File: src/rtl/dring_pkg.sv
package dring_pkg;

    localparam int DEF_NCH    = 4;
    localparam int DEF_SLOT_W = 8;
    localparam int DEF_DATA_W = 32;
    localparam int DEF_REG_W  = 16;
    localparam int DEF_CNT_W  = 16;

    typedef enum logic {
        SEL_RX_CONS = 1'b0,
        SEL_TX_TAIL = 1'b1
    } ptr_sel_e;

    typedef enum logic {
        DIR_RX = 1'b0,
        DIR_TX = 1'b1
    } ring_dir_e;

    // true when a pointer value lies inside a ring of 2**w slots
    function automatic logic fits_ring(input logic [31:0] v, input int w);
        return (v >> w) == 32'd0;
    endfunction

endpackage

File: src/rtl/dring_rx_chan.sv
module dring_rx_chan #(
    parameter int SLOT_W = dring_pkg::DEF_SLOT_W,
    parameter int REG_W  = dring_pkg::DEF_REG_W,
    parameter int CNT_W  = dring_pkg::DEF_CNT_W
) (
    input  logic              clk,
    input  logic              rst,
    input  logic              pkt_hit,
    input  logic              cons_wr,
    input  logic [REG_W-1:0]  cons_val,
    output logic [SLOT_W-1:0] prod,
    output logic              accept,
    output logic [CNT_W-1:0]  drop_cnt
);
    logic [SLOT_W-1:0] cons;
    logic [SLOT_W-1:0] prod_nxt;
    logic              full;
    logic              cons_ok;

    always_comb begin
        prod_nxt = prod + 1'b1;
        full     = (prod_nxt == cons);
        accept   = pkt_hit && !full;
        cons_ok  = dring_pkg::fits_ring(32'(cons_val), SLOT_W);
    end

    always_ff @(posedge clk) begin
        if (rst) begin
            prod     <= '0;
            cons     <= '0;
            drop_cnt <= '0;
        end else begin
            if (accept)
                prod <= prod_nxt;
            if (pkt_hit && full)
                drop_cnt <= drop_cnt + 1'b1;
            if (cons_wr && cons_ok)
                cons <= cons_val[SLOT_W-1:0];
        end
    end

    assert_full_hold_R2: assert property (@(posedge clk) disable iff (rst)
        (pkt_hit && full) |=> (prod == $past(prod)) && (drop_cnt == $past(drop_cnt) + 1'b1));

    assert_cons_ignore_R4: assert property (@(posedge clk) disable iff (rst)
        (cons_wr && !cons_ok) |=> $stable(cons));

endmodule

File: src/rtl/dring_tx_sched.sv
module dring_tx_sched #(
    parameter int NCH    = dring_pkg::DEF_NCH,
    parameter int SLOT_W = dring_pkg::DEF_SLOT_W,
    parameter int REG_W  = dring_pkg::DEF_REG_W,
    localparam int CH_W  = $clog2(NCH)
) (
    input  logic                  clk,
    input  logic                  rst,
    input  logic                  tail_wr,
    input  logic [CH_W-1:0]       tail_chan,
    input  logic [REG_W-1:0]      tail_val,
    input  logic                  hold,
    input  logic                  rsp_vld,
    output logic                  issue,
    output logic [CH_W-1:0]       pick,
    output logic [SLOT_W-1:0]     issue_slot,
    output logic                  busy,
    output logic [CH_W-1:0]       owner,
    output logic [NCH*SLOT_W-1:0] heads_flat
);
    logic [SLOT_W-1:0] head [NCH];
    logic [SLOT_W-1:0] tail [NCH];
    logic [NCH-1:0]    pend;
    logic [CH_W-1:0]   last;
    logic [CH_W-1:0]   idx;
    logic              found;

    always_comb begin
        for (int c = 0; c < NCH; c++)
            pend[c] = (head[c] != tail[c]);
        pick  = '0;
        found = 1'b0;
        idx   = '0;
        for (int off = 1; off <= NCH; off++) begin
            idx = CH_W'((int'(last) + off) % NCH);
            if (!found && pend[idx]) begin
                found = 1'b1;
                pick  = idx;
            end
        end
        issue      = found && !busy && !hold;
        issue_slot = head[pick];
    end

    always_ff @(posedge clk) begin
        if (rst) begin
            for (int c = 0; c < NCH; c++) begin
                head[c] <= '0;
                tail[c] <= '0;
            end
            last  <= CH_W'(NCH - 1);
            busy  <= 1'b0;
            owner <= '0;
        end else begin
            if (tail_wr && dring_pkg::fits_ring(32'(tail_val), SLOT_W))
                tail[tail_chan] <= tail_val[SLOT_W-1:0];
            if (issue) begin
                head[pick] <= head[pick] + 1'b1;
                last       <= pick;
                busy       <= 1'b1;
                owner      <= pick;
            end else if (rsp_vld) begin
                busy <= 1'b0;
            end
        end
    end

    for (genvar g = 0; g < NCH; g++) begin : g_heads
        assign heads_flat[g*SLOT_W +: SLOT_W] = head[g];
    end

    assert_single_rd_R8: assert property (@(posedge clk) disable iff (rst)
        busy |-> !issue);

    assert_head_lag_R5: assert property (@(posedge clk) disable iff (rst)
        issue |-> (head[pick] != tail[pick]));

endmodule

File: src/rtl/dring_ctrl.sv
module dring_ctrl #(
    parameter int NCH    = dring_pkg::DEF_NCH,
    parameter int SLOT_W = dring_pkg::DEF_SLOT_W,
    parameter int DATA_W = dring_pkg::DEF_DATA_W,
    parameter int REG_W  = dring_pkg::DEF_REG_W,
    parameter int CNT_W  = dring_pkg::DEF_CNT_W,
    localparam int CH_W   = $clog2(NCH),
    localparam int ADDR_W = 1 + CH_W + SLOT_W
) (
    input  logic                  clk,
    input  logic                  rst,
    input  logic                  reg_wr_en,
    input  logic                  reg_wr_sel,
    input  logic [CH_W-1:0]       reg_wr_chan,
    input  logic [REG_W-1:0]      reg_wr_val,
    input  logic                  rx_vld,
    input  logic [CH_W-1:0]       rx_chan,
    input  logic [DATA_W-1:0]     rx_data,
    output logic                  mem_req_vld,
    output logic                  mem_req_we,
    output logic [ADDR_W-1:0]     mem_req_addr,
    output logic [DATA_W-1:0]     mem_req_wdata,
    input  logic                  mem_rsp_vld,
    input  logic [DATA_W-1:0]     mem_rsp_data,
    output logic                  tx_vld,
    output logic [CH_W-1:0]       tx_chan,
    output logic [DATA_W-1:0]     tx_data,
    output logic [NCH*SLOT_W-1:0] rx_prod_idx,
    output logic [NCH*SLOT_W-1:0] tx_head_idx,
    output logic [NCH*CNT_W-1:0]  rx_drop_cnt
);
    import dring_pkg::*;

    logic [SLOT_W-1:0] prod [NCH];
    logic [NCH-1:0]    acc;
    logic              rx_take;
    logic              tx_issue;
    logic [CH_W-1:0]   tx_pick;
    logic [SLOT_W-1:0] tx_slot;
    logic              tx_busy;
    logic [CH_W-1:0]   tx_owner;
    logic              tail_wr;

    for (genvar g = 0; g < NCH; g++) begin : g_rx
        logic hit;
        logic cwr;
        assign hit = rx_vld && (rx_chan == CH_W'(g));
        assign cwr = reg_wr_en && (reg_wr_sel == SEL_RX_CONS) && (reg_wr_chan == CH_W'(g));
        dring_rx_chan #(.SLOT_W(SLOT_W), .REG_W(REG_W), .CNT_W(CNT_W)) u_rx (
            .clk      (clk),
            .rst      (rst),
            .pkt_hit  (hit),
            .cons_wr  (cwr),
            .cons_val (reg_wr_val),
            .prod     (prod[g]),
            .accept   (acc[g]),
            .drop_cnt (rx_drop_cnt[g*CNT_W +: CNT_W])
        );
        assign rx_prod_idx[g*SLOT_W +: SLOT_W] = prod[g];
    end

    assign rx_take = |acc;
    assign tail_wr = reg_wr_en && (reg_wr_sel == SEL_TX_TAIL);

    dring_tx_sched #(.NCH(NCH), .SLOT_W(SLOT_W), .REG_W(REG_W)) u_tx (
        .clk        (clk),
        .rst        (rst),
        .tail_wr    (tail_wr),
        .tail_chan  (reg_wr_chan),
        .tail_val   (reg_wr_val),
        .hold       (rx_vld),
        .rsp_vld    (mem_rsp_vld),
        .issue      (tx_issue),
        .pick       (tx_pick),
        .issue_slot (tx_slot),
        .busy       (tx_busy),
        .owner      (tx_owner),
        .heads_flat (tx_head_idx)
    );

    always_ff @(posedge clk) begin
        if (rst) begin
            mem_req_vld   <= 1'b0;
            mem_req_we    <= 1'b0;
            mem_req_addr  <= '0;
            mem_req_wdata <= '0;
            tx_vld        <= 1'b0;
            tx_chan       <= '0;
            tx_data       <= '0;
        end else begin
            mem_req_vld <= 1'b0;
            mem_req_we  <= 1'b0;
            if (rx_take) begin
                mem_req_vld   <= 1'b1;
                mem_req_we    <= 1'b1;
                mem_req_addr  <= {DIR_RX, rx_chan, prod[rx_chan]};
                mem_req_wdata <= rx_data;
            end else if (tx_issue) begin
                mem_req_vld  <= 1'b1;
                mem_req_addr <= {DIR_TX, tx_pick, tx_slot};
            end
            tx_vld  <= mem_rsp_vld && tx_busy;
            tx_chan <= tx_owner;
            tx_data <= mem_rsp_data;
        end
    end

    assert_rx_first_R7: assert property (@(posedge clk) disable iff (rst)
        rx_vld |=> !(mem_req_vld && !mem_req_we));

    assert_tx_dir_R5: assert property (@(posedge clk) disable iff (rst)
        (mem_req_vld && !mem_req_we) |-> mem_req_addr[ADDR_W-1]);

endmodule

File: config.mk
export PLATFORM = sky130hd
export DESIGN_NAME = dring_ctrl
export DESIGN_NICKNAME = d
export VERILOG_FILES = /design/src/rtl/dring_pkg.sv /design/src/rtl/dring_rx_chan.sv /design/src/rtl/dring_tx_sched.sv /design/src/rtl/dring_ctrl.sv
export SDC_FILE = /design/constraint.sdc
export NUM_CORES = 1
export LEC_CHECK = 0
export CAP_MARGIN = 20
export CORE_ASPECT_RATIO = 1.2
export CORE_MARGIN = 4
export CORE_UTILIZATION = 61
export CTS_CLUSTER_DIAMETER = 100
export DETAILED_ROUTE_END_ITERATION = 10
export DONT_BUFFER_PORTS = 1
export GPL_TIMING_DRIVEN = 0
export PLACE_DENSITY = 0.85
export SKIP_LAST_GASP = 1
export SYNTH_ARGS = -nofsm -noshare
export SYNTH_HDL_FRONTEND = slang
export SYNTH_SLANG_ARGS = --single-unit
File: constraint.sdc
create_clock -name clk -period 4.1 [get_ports clk]
set_input_delay 0 -clock clk [delete_from_list [all_inputs] [get_ports clk]]
set_output_delay 0 -clock clk [all_outputs]
set_load 0.05 [all_outputs]
# Word level (Yosys, flattened, before mapping)
# Memory sizes are Yosys's and may differ from the RTL's.
# Index checks and enable logic that the tools add are counted.
# W data, S select, Z words.
[word_totals]
reg_bits = 213
latchBits = 0
ramBits = 64
romBits = 0
inputBits = 90
output_inout_bits = 208
word_cells = 145
mem_count = 2
[memory_table]
columns = ["name", "depth", "width", "read_ports", "rd_clocked_by_memory_dff", "write_ports", "line", "source"]
rows = [
  ["u_tx.head", 4, 8, 5, 0, 4, "dring_tx_sched.sv:21", "logic [SLOT_W-1:0] head [NCH];"],
  ["u_tx.tail", 4, 8, 4, 0, 4, "dring_tx_sched.sv:22", "logic [SLOT_W-1:0] tail [NCH];"],
]
[classes]
add_sub_neg = 13
mul = 0
div_mod_pow = 0
order_cmp = 5
eq_ne = 14
shift = 0
mux = 39
bitwise = 2
reduce_logical = 47
[op_table]
columns = ["cell", "n"]
rows = [
  ["$add A16 B1 Y16 const B", 4],
  ["$add A8 B1 Y8 const B", 5],
  ["$eq A8 B8 Y1", 4],
  ["$logic_not A32 Y1", 1],
  ["$mux W8", 4],
  ["$ne A8 B8 Y1", 4],
  ["$logic_and A1 B1 Y1", 29],
  ["$mux W1", 22],
  ["$mux W10", 2],
  ["$bmux W8 S2", 1],
  ["$reduce_or A8 Y1", 2],
  ["$lt A2 B3 Y1 const B", 4],
  ["$mux W2", 6],
  ["$logic_not A1 Y1", 9],
  ["$bmux W1 S2", 4],
  ["$eq A2 B2 Y1 const B", 4],
  ["$reduce_or A5 Y1", 1],
  ["$add A2 B1 Y2 const B", 2],
  ["$add A2 B2 Y2 const B", 2],
  ["$eq A2 B1 Y1 const B", 2],
  ["$logic_not A2 Y1", 2],
  ["$reduce_bool A2 Y1", 2],
  ["$reduce_or A4 Y1", 1],
  ["$ge A3 B3 Y1 const B", 1],
  ["other kinds (2)", 2],
]

# Logic depth before layout (Yosys ltp)
# Gate-level depths: netlist of run 1.
# An unclocked memory read counts as a cell.
[depth]
word_depth = 21
ltp_mapped = 14
mapped_depth_nobuf = 12

# Modules after synthesis
# From an unflattened synthesis of run 1, not the netlist that was laid out.
[hier_totals]
hier_cells = 1347
area_unflattened_um2 = 13434.1
[by_module_without_submodules]
columns = ["module", "n_inst", "cells_per_inst", "area_per_inst_um2", "seq_area_each_um2"]
rows = [
  ["dring_rx_chan", 4, 202, 1741.7, 640.6],
  ["dring_tx_sched", 1, 327, 3787.4, 2021.9],
  ["dring_ctrl", 1, 212, 2680.1, 1601.5],
]

# Worst setup path after synthesis of run 1
# No wires, ideal clock.
[synth_path]
path_type = "register to register"
start = "mem u_tx.head[3][2] in the netlist's numbering"
end = "mem u_tx.head[0][4] in the netlist's numbering (data pin)"
setup_ns = 0.270
t_arrival_ns = 3.372
required_ns = 3.830
path_slack_ns = 0.458
stages_incl_launch_ff = 15
path_buffers = 2
synth_period_minus_slack_ns = 3.642
cell_sequence = "edfxtp_1 xnor2_1 nand4_1 o21ai_0 o31ai_1 a221o_1 buf_4 buf_2 mux2i_1 mux2_2 inv_1 ha_1 nor3b_1 xnor2_1 nor3_1"
[synth_rtl]
columns = ["element", "line"]
rows = [
  ["from (decl)", "dring_tx_sched.sv:21"],
]

==> metrics.md, run 1 <==
| Metric | Value |
|---|---|
| Clk sinks | `277` |
| Die height | `162.8 µm` |
| MaxCap Viol Count | `0` |
| Met2 wire length | `16.45 mm` |
| Worst Path Buf+Inv | `3` |
| Yosys reg bits | `277` |
| CTS Buffer Depth | `3` |
| Seq/Total Area, Yosys | `50.75%` |
| Clock transition at path regs | `60 ps` |
| Final GP Congestion | `0.9950` |
| Post-route ant nets | `0` |
| Pre-Repair DR Iteration Count | `5` |
| Layout Utilization | `73.21%` |
| Pins Over Slew Limit | `0` |
| Post-synth top flop | `dfxtp_1` |
| Core area | `19620 µm²` |
| Crit path largest cell delay | `660 ps` |
| Slew HR | `36.28%` |
| Detail Placement HPWL | `24.40 mm` |
| Top Ports | `298` |
| Ys async rst share | `0%` |
| IO buf count | `0` |
| Post-route DRC | `0` |
| Top post-synthesis cells by area | `dfxtp_1 (35%), edfxtp_1 (16%), xnor2_1 (5.7%), nor2_1 (5.7%), xor2_1 (4.7%)` |
| Mean Syn Cell Area | `9.688 µm²` |
| Initial DRC Count | `766` |
| Rows | `56` |
| Cell Area, Synth | `12190 µm²` |
| Layout Skew | `11.12 ps` |
| Vias in the first global route | `9965` |
| Top Metal Used | `met4` |
| Die area | `22310 µm²` |
| Status | `completed` |
| Vias per Instance | `6.007` |
| Power Total | `6.336 mW` |
| Area Growth Syn to Fin | `17.85%` |
| CTS Root Cell | `clkbuf_16` |
| Grt ovf | `0` |
| Netlist cell types | `64` |
| Tcrit/Tclk final | `97.55%` |
| Hold Path Class | `in -> reg` |
| Cell count after synthesis | `1258` |
| Worst skew pair latency | `530 ps` |
| Share of cells above drive strength 1 | `8.339%` |
| Area leader, netlist | `dfxtp_1` |
| Final wirelength | `34.20 mm` |
| Critical-path cell list | `xor2_1 > nor4_2 > nand2_1 > o22ai_1 > a221o_1 > buf_6 > buf_4 > mux2i_1 > mux2_2 > inv_1 > ha_2 > nor3b_4 > xnor2_2 > nor3_1` |
| Worst slew pin tran | `950.1 ps` |
| Via count | `9935` |
| TritonCTS buffer count | `27` |
| Initial core utilization | `62.12%` |
| Slowest library cell on the worst path | `edfxtp_1` |
| Worst endpoint required time | `4360 ps` |
| Endpoints failing setup | `0` |
| Leading cell type in the layout, fill and taps excluded | `dfxtp_1` |
| Power per cell area | `441.1 nW/µm²` |
| WS Path Type | `reg -> reg` |
| CTS H-tree depth | `1` |
| Most frequent cells in the layout | `dfxtp_1 (202), nor2_1 (186), nand2_1 (122), dlygate4sd3_1 (81), xnor2_1 (79)` |
| GRT Util Overall | `29.91%` |
| Pleak | `5.361 nW` |
| Critical Path Sink Type | `flop` |
| CP Max Fanout | `10` |
| Number of synthesized flops with an enable pin | `64` |
| Post-layout minimum cycle time | `4000 ps` |
| WL met1 | `11.88 mm` |
| Largest net degree at the start of global routing | `16` |
| Mapped Nets | `1357` |
| Top-area cell type share of the netlist area | `34.99%` |
| Die W | `137.0 µm` |
| First-pass GRT wire length | `52.81 mm` |
| NumNets Final | `1470` |
| Worst Setup Start Kind | `flop` |
| Fmax | `250.0 MHz` |
| Synth warnings | `0` |
| Crit path max-delay family | `simple AND/OR/NAND/NOR gates` |
| Final Hold Vio Count | `0` |
| Initial antenna violation count | `2` |
| Worst endpoint data arrival time | `4260 ps` |
| WL/cell | `20.68 µm` |
| Met3 Wirelength | `4.215 mm` |
| Peak VDD IR | `0.3653 mV` |
| CTS tree | `built` |
## power by group
group          internal, mW  leakage (nW)  total [mW]  switching, mW
Combinational         0.215          2.55       0.536          0.321
Sequential             2.90          2.37        3.26          0.368
Clock                  1.49         0.437        2.54           1.05
Total                  4.60          5.36        6.34           1.74
## worst register-to-register path, delay by kind of cell (launching register included)
family | cells | cell delay [ps]
compound gates | 2 | 450
xor+xnor | 2 | 530
fa+ha+maj | 1 | 230
mux | 2 | 540
simple gates | 4 | 770
flops | 1 | 660
buf+inv | 3 | 530
## per-layer routing
| metal | up-vias | GRT usage, % |
|---|---|---|
| li1 | 4529 | - |
| met1 | 4641 | 34.08 |
| met2 | 609 | 49.78 |
| met3 | 156 | 10.54 |
| met4 | 0 | 14.38 |
| met5 | - | 0 |
## flip-flops by register name (all words and copies together), names as in the netlist
| name | cells |
|---|---|
| g_rx.u_rx.drop_cnt | 64 |
| g_rx.u_rx.cons | 32 |
| g_rx.u_rx.prod | 32 |
| mem_req_wdata | 32 |
| tx_data | 32 |
| u_tx.head | 32 |
| u_tx.tail | 32 |
| mem_req_addr | 11 |
| tx_chan | 2 |
| u_tx.last | 2 |
| u_tx.owner | 2 |
| mem_req_vld | 1 |
| mem_req_we | 1 |
| tx_vld | 1 |
| u_tx.busy | 1 |
## synth_stat cells, types with 3 or more instances
master    number
o21bai_1       6
nor2b_1       40
a31oi_1        4
dfxtp_1      213
buf_2          9
o21ai_0       18
a211oi_1       3
mux2_2         8
and4_1         3
nand4_1       30
and2_1         4
mux4_2         8
a22oi_1        3
or3_1         19
clkbuf_1      45
a21o_1         6
and3_1        10
xor2_1        66
a211o_1        3
xnor2_1       80
edfxtp_1      64
mux2i_1       56
nand3_1       44
a21boi_0       3
nor4_1        10
inv_1         25
nand2b_1      17
ha_1           9
nor3_1        20
o211ai_1       6
nand2_1      122
nor2_1       186
or2_2          4
a21oi_1       77
## cell families after synthesis
family	share of synthesized area, %
AO/OA/AOI/OAI	7.094
XOR/XNOR	10.49
adder cells (fa/ha/maj)	0.9239
buffers and inverters	2.864
flip-flops	50.75
multiplexers	6.817
AND/OR/NAND/NOR	21.06
## through the flow
step | hold WS (ps) | area (µm²) | cells | setup TNS [ps] | worst slack (ps)
after detailed placement | 134.0 | 12520 | 1520 | -915.3 | -249.8
final | 30.36 | 14360 | 1654 | 0 | 100.4
after CTS | 2.083 | 14270 | 1650 | 0 | 28.69
after global routing | 74.23 | 14360 | 1654 | -34.61 | -21.09
after global placement | 128.3 | 12510 | 1519 | -554.0 | -149.7
after floorplan | 128.2 | 12190 | 1258 | 0 | 458.5
## worst paths after layout
kind                            cells after the start  slack [ps]             from              end
worst max register to register                     14         100  u_tx.head[0][6]  u_tx.head[0][4]
worst min-delay path                                2          30   reg_wr_chan[1]  u_tx.tail[3][0]
worst max-delay path                               14         100  u_tx.head[0][6]  u_tx.head[0][4]
worst min register to register                      1         460    u_tx.owner[1]       tx_chan[1]
## timing repair
action                                 4_1_cts  5_1_grt
endpoints found under the hold margin      162        0
gates resized for setup                      7       20
pin swaps                                    0        2
setup endpoints to repair                   35       53
setup buffers                                0        2
hold buffers                                81        0
## layout make-up
| class | count | area (µm²) |
|---|---|---|
| Fill cell | 1298 | 5255 |
| Multi-Input combinational cell | 897 | 5729 |
| Buffer | 58 | 257.7 |
| Antenna cell | 2 | 5.005 |
| Inverter | 26 | 97.59 |
| Clock inverter | 16 | 165.2 |
| Clock buffer | 33 | 749.5 |
| Tap cell | 261 | 326.6 |
| Sequential cell | 277 | 6200 |
| Timing Repair Buffer | 84 | 833.3 |
No activity file was read; power rests on OpenSTA's default activity.
==> run 2: changes to the inputs <==
--- a/config.mk
+++ b/config.mk
@@ -13,7 +13,7 @@
 export DETAILED_ROUTE_END_ITERATION = 10
 export DONT_BUFFER_PORTS = 1
 export GPL_TIMING_DRIVEN = 0
-export PLACE_DENSITY = 0.85
+export PLACE_DENSITY_LB_ADDON = 0.12
 export SKIP_LAST_GASP = 1
 export SYNTH_ARGS = -nofsm -noshare
 export SYNTH_HDL_FRONTEND = slang
==> run 2 against run 1 <==
Effect of this change:
- register-to-register slack got worse by 30 ps
- sequential cell count unchanged
- hold slack got worse by 12 ps
- critical path type unchanged
- worst setup slack got worse by 32 ps
- routed wire length decreased by 1.4%
- combinational power about the same
- clock skew increased by 3.3 ps
- maximum frequency decreased by 0.79%
==> metrics.md, run 2 (same netlist as run 1, synthesis figures left out) <==
| Metric | Value |
|---|---|
| CTS Root Cell | `clkbuf_16` |
| Rows | `56` |
| Crit path to | `u_tx.head[0][4]` |
| GRT Util Overall | `29.35%` |
| CTS Buffer Depth | `3` |
| Hold Path Class | `in -> reg` |
| Post-route ant nets | `0` |
| Initial antenna violation count | `3` |
| Reg2Reg Launch Point | `u_tx.head[0][6]` |
| Worst Setup Start Kind | `flop` |
| Most flop-heavy register | `g_rx.u_rx.drop_cnt` |
| Top Ports | `298` |
| Status | `completed` |
| Share of cells above drive strength 1 | `8.393%` |
| Area Growth Syn to Fin | `18.15%` |
| NumNets Final | `1474` |
| Pins Over Slew Limit | `0` |
| R2R Setup Slk | `70 ps` |
| Max FFs per register | `64` |
| Worst endpoint required time | `4370 ps` |
| TritonCTS buffer count | `27` |
| Clk sinks | `277` |
| Worst endpoint data arrival time | `4300 ps` |
| R2R depth | `14` |
| CTS tree | `built` |
| Worst slew pin tran | `892.5 ps` |
| Critical Path Sink Type | `flop` |
| WL/cell | `20.36 µm` |
| Post-layout minimum cycle time | `4031 ps` |
| Pleak | `5.387 nW` |
| MaxCap Viol Count | `0` |
| P_sw | `1.732 mW` |
| Core area | `19620 µm²` |
| Post-route DRC | `0` |
| Peak VDD IR | `0.4032 mV` |
| Die W | `137.0 µm` |
| Reg-to-Reg End | `u_tx.head[0][4]` |
| Clock transition at path regs | `70 ps` |
| Via count | `9707` |
| Switching part of the total power | `27.01%` |
| Power per cell area | `445.1 nW/µm²` |
| CP Max Fanout | `10` |
| Leading cell type in the layout, fill and taps excluded | `dfxtp_1` |
| Layout Skew | `14.41 ps` |
| Final GP Congestion | `0.9341` |
| Logic pwr share | `8.4%` |
| Initial DRC Count | `628` |
| Slew HR | `40.14%` |
| CTS H-tree depth | `1` |
| Fmax | `248.1 MHz` |
| Pre-Repair DR Iteration Count | `5` |
| Largest net degree at the start of global routing | `16` |
| Clock share of power | `40.7%` |
| WS Path Type | `reg -> reg` |
| IO buf count | `0` |
| Worst skew pair latency | `550 ps` |
| Die height | `162.8 µm` |
| Final Hold Vio Count | `0` |
| Crit path launch | `u_tx.head[0][6]` |
| Vias in the first global route | `9646` |
| Grt ovf | `0` |
| Most frequent cells in the layout | `dfxtp_1 (202), nor2_1 (186), nand2_1 (122), dlygate4sd3_1 (81), xnor2_1 (79)` |
| Post-Route Setup TNS | `0 ps` |
| Setup slack at placement | `-286.0 ps` |
| Tcrit/Tclk final | `98.32%` |
| Die area | `22310 µm²` |
| Flop pwr share | `50.9%` |
| Initial core utilization | `62.12%` |
| Vias per Instance | `5.858` |
| First-pass GRT wire length | `51.74 mm` |
| Endpoints failing setup | `0` |
| PnR worst setup slack | `68.69 ps` |
| Detail Placement HPWL | `23.94 mm` |
| Int Pwr | `4.678 mW` |
| Final wirelength | `33.73 mm` |
## run 2: cell types whose count changed in the layout (fill, tap and decap cells not counted), sizes merged
cell	delta
clkinvlp	-2
buf	+4
inv	+1
bufinv	+2
clkbuf	+2
clkinv	-4
## run 2: power by group through the flow
stage	Combinational [mW]	Sequential (mW)	Clock (mW)
2_1_floorplan	0.326	3.28	0
3_3_place_gp	0.421	3.32	0
3_5_place_dp	0.429	3.32	0
4_1_cts	0.511	3.26	2.64
5_1_grt	0.579	3.27	2.76
6_report	0.537	3.26	2.61
## run 2: critical path: stages (launching register included)
cell and delay (ps):
edfxtp_1 650, xor2_1 270, nor4_2 370, nand2_1 170, o22ai_1 200, a221o_1 260, buf_6 180, buf_6 180
mux2i_2 290, mux2_2 230, inv_1 100, ha_1 270, nor3b_2 190, xnor2_2 290, nor3_1 100
## run 2: cell type report
cell class / instances / area, µm²
diodes: 2 / 5.005
clock buffers: 35 / 725.7
flip-flops and latches: 277 / 6200
fillers: 1483 / 5219
plain buffers: 58 / 261.5
clock inverters: 13 / 202.7
well taps: 261 / 326.6
multi-input cells: 897 / 5720
repair buffers: 88 / 860.8
inverters: 26 / 97.59
## run 2: stage by stage
stage	power (mW)	hold slack (ps)	instance area, µm²	cells	utilization [%]
2_1_floorplan	3.608	128.2	12190	1258	-
3_3_place_gp	3.738	128.7	12510	1519	63.79
3_5_place_dp	3.749	134.0	12520	1520	63.81
4_1_cts	6.411	15.92	14290	1649	72.81
5_1_grt	6.608	36.59	14400	1656	73.39
6_report	6.410	18.45	14400	1657	73.40
## run 2: timing repair
action	CTS	global route
resized for setup	7	19
hold buffers	81	0
setup buffers	0	6
endpoints found under the hold margin	167	0
endpoints found under the setup margin	8	57
pin swaps	1	4
## run 2: worst min-delay path by stage
stage,startpoint,to,slack (ps),cells after the start
2_1_floorplan,mem_rsp_data[0],tx_data[0],130,1
3_3_place_gp,mem_rsp_data[18],tx_data[18],130,1
3_5_place_dp,mem_rsp_data[1],tx_data[1],130,1
4_1_cts,reg_wr_chan[0],u_tx.tail[2][6],20,3
5_1_grt,reg_wr_chan[0],u_tx.tail[2][2],40,3
6_report,reg_wr_chan[1],u_tx.tail[3][1],20,2
## run 2: routing by layer
metal  wire, µm  track usage (%)  share of wire, %
met2      16630            50.49                49
met4       1175            11.30               3.5
met5         13                0             0.039
met1      12390            34.51                37
met3       3531            8.344                10
